File: config.mk
export PLATFORM = sky130hd
export DESIGN_NAME = rx_status_ctrl
export DESIGN_NICKNAME = d
export VERILOG_FILES = /design/src/rtl/rxs_pkg.sv /design/src/rtl/rxs_flag_cell.sv /design/src/rtl/rxs_data_reg.sv /design/src/rtl/rx_status_ctrl.sv
export SDC_FILE = /design/constraint.sdc
export NUM_CORES = 1
export LEC_CHECK = 0
export BUFFER_PORTS_ARGS = -buffer_cell sky130_fd_sc_hd__buf_4
export CORE_MARGIN = 3
export CORE_UTILIZATION = 36
export CTS_CLUSTER_SIZE = 25
export DETAILED_ROUTE_END_ITERATION = 8
export PLACE_DENSITY = 0.69
export SYNTH_ARGS = -nofsm -noshare
export SYNTH_HDL_FRONTEND = slang
export SYNTH_SLANG_ARGS = --single-unit
File: constraint.sdc
create_clock -name clk -period 1.2 [get_ports clk]
set_input_delay 0.24 -clock clk [delete_from_list [all_inputs] [get_ports clk]]
set_output_delay 0.24 -clock clk [all_outputs]
set_load 0.05 [all_outputs]
File: src/rtl/rxs_pkg.sv
package rxs_pkg;

  localparam int ST_W        = 2;
  localparam int ST_FULL_BIT = 1;
  localparam int ST_OVR_BIT  = 0;

  typedef enum logic [2:0] {
    V_NONE     = 3'd0,
    V_LOAD     = 3'd1,
    V_OVERRUN  = 3'd2,
    V_DROP_ERR = 3'd3,
    V_DROP_OFF = 3'd4,
    V_DROP_HLT = 3'd5
  } verdict_e;

  // Decide the fate of a frame against flags already cleared this cycle.
  function automatic verdict_e judge_frame(input logic done, input logic en,
                                           input logic err, input logic full_mid,
                                           input logic ovr_mid);
    verdict_e v;
    if (!done)        v = V_NONE;
    else if (!en)     v = V_DROP_OFF;
    else if (err)     v = V_DROP_ERR;
    else if (ovr_mid) v = V_DROP_HLT;
    else if (full_mid) v = V_OVERRUN;
    else              v = V_LOAD;
    return v;
  endfunction

  function automatic logic [ST_W-1:0] pack_status(input logic full, input logic ovr);
    logic [ST_W-1:0] s;
    s = '0;
    s[ST_FULL_BIT] = full;
    s[ST_OVR_BIT]  = ovr;
    return s;
  endfunction

endpackage

File: src/rtl/rxs_flag_cell.sv
module rxs_flag_cell (
  input  logic clk,
  input  logic rst_n,
  input  logic set_i,
  input  logic hw_clr_i,
  input  logic rd_i,
  input  logic wr_i,
  input  logic wbit_i,
  output logic flag_o,
  output logic arm_o,
  output logic clr_o
);
  logic flag_q, arm_q;
  logic flag_d, arm_d;

  assign clr_o = hw_clr_i | (wr_i & ~wbit_i & arm_q);

  always_comb begin
    flag_d = (flag_q & ~clr_o) | set_i;
    if (wr_i) arm_d = 1'b0;
    else      arm_d = (arm_q | (rd_i & flag_q)) & ~clr_o;
  end

  always_ff @(posedge clk) begin
    if (!rst_n) begin
      flag_q <= 1'b0;
      arm_q  <= 1'b0;
    end else begin
      flag_q <= flag_d;
      arm_q  <= arm_d;
    end
  end

  assign flag_o = flag_q;
  assign arm_o  = arm_q;
endmodule

File: src/rtl/rxs_data_reg.sv
module rxs_data_reg #(
  parameter int DATA_W = 8
) (
  input  logic              clk,
  input  logic              rst_n,
  input  logic              load_i,
  input  logic [DATA_W-1:0] d_i,
  output logic [DATA_W-1:0] q_o
);
  always_ff @(posedge clk) begin
    if (!rst_n)      q_o <= '0;
    else if (load_i) q_o <= d_i;
  end
endmodule

File: src/rtl/rx_status_ctrl.sv
module rx_status_ctrl #(
  parameter int DATA_W = 8
) (
  input  logic              clk,
  input  logic              rst_n,
  input  logic              frame_done,
  input  logic [DATA_W-1:0] frame_data,
  input  logic              frame_err,
  input  logic              rx_en,
  input  logic              sync_mode,
  input  logic              stat_rd,
  input  logic              stat_wr,
  input  logic [1:0]        stat_wdata,
  input  logic              data_rd,
  output logic [1:0]        stat_rdata,
  output logic [DATA_W-1:0] data_q,
  output logic              full_flag,
  output logic              ovr_flag,
  output logic              rx_halt,
  output logic              tx_inhibit
);
  import rxs_pkg::*;

  localparam int NFLAG = ST_W;

  logic [NFLAG-1:0] set_vec, hwclr_vec, flag_vec, arm_vec, clr_vec;

  // named internal events
  logic     clr_full, clr_ovr, full_mid, ovr_mid, load_evt, ovr_evt;
  verdict_e verdict;

  assign hwclr_vec[ST_FULL_BIT] = data_rd;
  assign hwclr_vec[ST_OVR_BIT]  = 1'b0;
  assign set_vec[ST_FULL_BIT]   = load_evt;
  assign set_vec[ST_OVR_BIT]    = ovr_evt;

  generate
    for (genvar g = 0; g < NFLAG; g++) begin : g_flag
      rxs_flag_cell u_cell (
        .clk      (clk),
        .rst_n    (rst_n),
        .set_i    (set_vec[g]),
        .hw_clr_i (hwclr_vec[g]),
        .rd_i     (stat_rd),
        .wr_i     (stat_wr),
        .wbit_i   (stat_wdata[g]),
        .flag_o   (flag_vec[g]),
        .arm_o    (arm_vec[g]),
        .clr_o    (clr_vec[g])
      );
    end
  endgenerate

  assign full_flag = flag_vec[ST_FULL_BIT];
  assign ovr_flag  = flag_vec[ST_OVR_BIT];
  assign clr_full  = clr_vec[ST_FULL_BIT];
  assign clr_ovr   = clr_vec[ST_OVR_BIT];
  assign full_mid  = full_flag & ~clr_full;
  assign ovr_mid   = ovr_flag & ~clr_ovr;

  assign verdict  = judge_frame(frame_done, rx_en, frame_err, full_mid, ovr_mid);
  assign load_evt = (verdict == V_LOAD);
  assign ovr_evt  = (verdict == V_OVERRUN);

  rxs_data_reg #(.DATA_W(DATA_W)) u_data (
    .clk    (clk),
    .rst_n  (rst_n),
    .load_i (load_evt),
    .d_i    (frame_data),
    .q_o    (data_q)
  );

  assign stat_rdata = pack_status(full_flag, ovr_flag);
  assign rx_halt    = ovr_flag;
  assign tx_inhibit = ovr_flag & sync_mode;

  logic unused_arm;
  assign unused_arm = ^arm_vec;
endmodule

After elaboration in Yosys (flattened, before gate mapping)
Index checks and enable logic that the tools add are counted.
{"block": "word_totals", "in_bits": 19, "register_bits": 12, "romBits": 0, "latchBits": 0, "output_inout_bits": 14, "mem_bits_rw": 0, "memories": 0}
{"block": "classes", "multipliers": 0, "div_mod_pow": 0, "n_lt_le_gt_ge": 0, "shift": 0, "bitwise_logic": 21, "n_reduce_logical": 1, "muxes": 5, "n_addsub": 0, "eq_ne": 2}
{"cell": "3-bit two-way mux", "count": 4}
{"cell": "1-bit bitwise AND", "count": 11}
{"cell": "1-bit NOT", "count": 5}
{"cell": "1-bit bitwise OR", "count": 5}
{"cell": "3-bit by 1-bit == test with 1-bit output, second input constant", "count": 1}
{"cell": "3-bit by 2-bit == test with 1-bit output, second input constant", "count": 1}
{"cell": "2-bit two-way mux", "count": 1}
{"cell": "2-bit OR reduction", "count": 1}

Longest topological paths before layout
{"block": "depth", "word_depth": 13, "ltp_mapped": 4}

Modules after synthesis
Synthesis repeated with hierarchy kept, for this count alone.
{"block": "hier_totals", "cells_unflattened": 53, "area_unflattened_um2": 578.1}
{"module": "rxs_data_reg", "cells_each": 25, "seq_area_each_um2": 160.2, "area_each_um2": 301.5, "n_inst": 1}
{"module": "rxs_flag_cell", "cells_each": 9, "seq_area_each_um2": 40.0, "area_each_um2": 91.3, "n_inst": 2}
{"module": "rx_status_ctrl", "cells_each": 10, "seq_area_each_um2": 0.0, "area_each_um2": 93.8, "n_inst": 1}

Worst setup path before layout
OpenSTA, ideal clock, no wires.
{"block": "synth_timing", "path_type": "flip-flop to flip-flop", "startpoint": "register g_flag[1].u_cell.flag_q", "endpoint": "register u_data.q_o[0]", "path_slack_ns": -0.330, "synth_period_minus_slack_ns": 1.530, "setup_ns": 0.072, "arrival_time_ns": 1.458, "stages_incl_launch_ff": 4, "path_cell_list": "dfxtp_1 and2b_4 a221oi_4 mux2i_1"}
{"block": "synth_via", "elab_chain_len": 7}
{"element": "from (decl)", "line": "rxs_flag_cell.sv:13", "source": "logic flag_q, arm_q;"}
{"element": "from (signal assigned)", "line": "rxs_flag_cell.sv:29", "source": "flag_q <= flag_d;"}
{"element": "1-bit bitwise AND", "line": "rx_status_ctrl.sv:58", "source": "assign full_mid = full_flag & ~clr_full;"}
{"element": "2-bit two-way mux", "line": "rxs_pkg.sv:25", "source": "else if (full_mid) v = V_OVERRUN;"}
{"element": "3-bit two-way mux", "line": "rxs_pkg.sv:24", "source": "else if (ovr_mid) v = V_DROP_HLT;"}
{"element": "3-bit two-way mux", "line": "rxs_pkg.sv:23", "source": "else if (err) v = V_DROP_ERR;"}
{"element": "3-bit two-way mux", "line": "rxs_pkg.sv:22", "source": "else if (!en) v = V_DROP_OFF;"}
{"element": "3-bit two-way mux", "line": "rxs_pkg.sv:21", "source": "if (!done) v = V_NONE;"}
{"element": "3-bit by 1-bit == test with 1-bit output", "line": "rx_status_ctrl.sv:62", "source": "assign load_evt = (verdict == V_LOAD);"}
{"element": "to (signal assigned)", "line": "rxs_data_reg.sv:12", "source": "else if (load_i) q_o <= d_i;"}
{"element": "to (decl)", "line": "rxs_data_reg.sv:8", "source": "output logic [DATA_W-1:0] q_o"}
Every way passes these cells.
A chain may end at the register's enable or synchronous reset.

Worst setup path in the final report
Same ends and word-level chain as after synthesis.

==> impl_metrics.csv <==
group,metric,value,unit
outcome,status,"finished, violations left",
outcome,violations,"setup timing",
hold_path,hp-class,"primary input to flop",
sta,timing.fmax,0.817,GHz
floorplanning,core,0.00138,mm²
routing,first_pass_iters,4,
global_routing,antenna_found_initial,0,
floorplanning,rows,13,
power,leakagePower,0.441,nW
clock_tree,cts-root-buf,"clkbuf_4",
flow_run,cap_viol_max_count,0,
setup_path,path_class,"flop to flop",
floorplanning,die_x,45.4,µm
placed_design,hpwl,942,µm
routing,num_vias,527,
sta,hold_ws,0.212,ns
final_layout,fillers,125,
setup_path,cp-start-kind,"flop",
clock_tree,cts_buffers,3,
synthesis,synth_warnings,0,
sta,rsz0062_at_grt,"yes",
synthesis,synthFlopType,"dfxtp_1",
clock_tree,cts.sinks,12,
synthesis,synth-edff-count,0,
sta,drv_slew,0,
global_routing,grt_pass1_vias,516,
final_layout,nNetsFinal,118,
clock_tree,cts_tree,"done",
sta,finalSetupViolCount,10,
setup_path,arrival,1.43,ns
synthesis,avgSynthCellArea,9.64,µm²
sta,period_share,102,%
power,irDropWorstVdd,0.000705,V
floorplanning,die_h,45.4,µm
sta,relSlewSlack,88.0,%
power,power-per-cell-area,930,mW/mm²
synthesis,syn_area,559,µm²
clock_tree,clk_latency,0.27,ns
global_routing,grt.total_usage,13.7,%
final_layout,num_antenna_cells,0,
setup_path,cp.required,1.40,ns
placed_design,pre_cts_ws,-0.0854,ns
routing,avgRoutedWirePerCell,11.2,µm
clock_tree,htree_levels,1,
synthesis,synthCells,58,
global_routing,overflow,0,
sta,setup_slack,-0.0243,ns
placed_design,postPlaceCellArea,860,µm²
global_routing,grt_max_degree,20,
synthesis,ys_seq_area_share,43.0,%
final_layout,area.growth.synth_to_final,64.7,%
routing,avgViaCountPerCell,4.66,
sta,finalCriticalPeriod,1.22,ns
power,finalPower,0.856,mW
global_routing,grt_pass1_wl,2.05,mm
sta,timing_hold_violations_final,0,
placed_design,place_congestion,0.712,
routing,drc,0,
sta,skew,0.00539,ns
placed_design,io_buffers,32,
synthesis,async_reset_ff_share,0,%
final_layout,final_area,921,µm²
routing,wl,1.26,mm
clock_tree,clk_path_buf_depth,2,
synthesis,syn_nets,77,
final_layout,multi_input_area,292,µm²
floorplanning,ioPinCount,33,
final_layout,regArea,249,µm²
synthesis,ys_seq_elements,12,
sta,worst_slew_pin_slew,0.180,ns
synthesis,synth_cell_types,20,
floorplanning,dieArea,0.00206,mm²
routing,ant_nets,0,
routing,initialDrtViolationCount,7,
setup_path,critPathCaptureType,"flop",
floorplanning,start_util,40.5,%
setup_path,cp_max_fo,8,
clock_tree,path_clk_slew,0.08,ns
final_layout,drive_above_1_share,53.1,%
## what timing repair did
action / in CTS / in global routing
hold buffers: 0 / 0
endpoints found under the setup margin: 9 / 11
resized for setup: 2 / 5
pin swaps: 1 / 0
hold endpoints to repair: 0 / 0
buffers inserted: 1 / 1
## per-stage QoR
step / utilization [%] / TNS, ns / instances
3_5_place_dp: 62.2 / -0.622 / 107
6_report: 66.6 / -0.113 / 113
5_1_grt: 66.6 / -0.818 / 113
4_1_cts: 65.1 / -0.242 / 112
2_1_floorplan: - / -1.35 / 58
3_3_place_gp: 62.2 / -0.416 / 107
## power breakdown
| group | leakage (nW) | switching (mW) | internal [mW] | total (mW) |
|---|---|---|---|---|
| logic | 0.327 | 0.0875 | 0.0885 | 0.176 |
| clock network | 0.0150 | 0.140 | 0.129 | 0.269 |
| registers | 0.0994 | 0.00582 | 0.405 | 0.411 |
| total | 0.441 | 0.234 | 0.623 | 0.856 |
## flip-flops by register name (all words and copies together) (netlist names)
signal,flops
g_flag.u_cell.flag_o,2
g_flag.u_cell.arm_o,2
u_data.q_o,8
## Yosys cell counts (2+ instances only)
cell type / number / share of area, %
a21oi_1: 2 / 1.8
dfxtp_1: 12 / 43
clkbuf_1: 2 / 1.3
buf_4: 3 / 4.0
nand2_1: 17 / 11
mux2i_1: 8 / 14
## layer usage
metal  share of wire [%]  GRT usage (%)
met2                  51           24.5
met1                  38           15.3
met3                 9.3           2.37
met5                   0              0
met4                 1.3           7.02
## area by class of cell
class,count,share of cell area [%]
repair buffers,41,36.4
multi-input cells,41,31.7
flip-flops and latches,12,27.0
clock buffers,4,2.85
well taps,15,2.04
## worst paths after layout
path                                               from                      to  slack, ns  depth (start not counted)
worst min-delay path                            data_rd  g_flag[1].u_cell.arm_o       0.21                          3
worst max register to register  g_flag[1].u_cell.flag_o           u_data.q_o[0]      -0.02                          4
worst max-delay path            g_flag[1].u_cell.flag_o           u_data.q_o[0]      -0.02                          4
worst min register to register            u_data.q_o[6]           u_data.q_o[6]       0.46                          2
## critical path, cell delays in order, from the launching register on
cell and delay, ns:
dfxtp_4 0.34, and2b_4 0.17, a221oi_4 0.29, buf_12 0.17
mux2i_1 0.18
## layout by cell type, fill, tap and decap left out
| cell type | n |
|---|---|
| a21oi_1 | 2 |
| a221oi_4 | 1 |
| a21boi_1 | 1 |
| dfxtp_1 | 9 |
| a21o_1 | 1 |
| and2_4 | 1 |
| a32oi_1 | 1 |
| buf_8 | 1 |
| buf_4 | 37 |
| dfxtp_4 | 2 |
| and3b_1 | 1 |
| mux2i_1 | 8 |
| nor2_1 | 1 |
| clkbuf_1 | 1 |
| nand3b_1 | 1 |
| and2b_4 | 1 |
| nand2_1 | 17 |
| nand2b_1 | 1 |
| buf_6 | 2 |
| buf_12 | 1 |
| nor2b_1 | 1 |
| nor3_1 | 1 |
| dfxtp_2 | 1 |
| nand3b_2 | 1 |
| clkbuf_4 | 3 |
| nand3b_4 | 1 |
## cell families (layout without fill, tap and decap cells)
logic type             Yosys count  after routing  share of synthesized area [%]
muxes                            8              8                           14.3
DFF                             12             12                           43.0
and+or+nand+nor                 27             27                           26.6
buffers and inverters            5             45                           5.37
AOI/OAI and AO/OA                6              6                           10.7
Note: power is estimated with default switching activity, not from simulation.
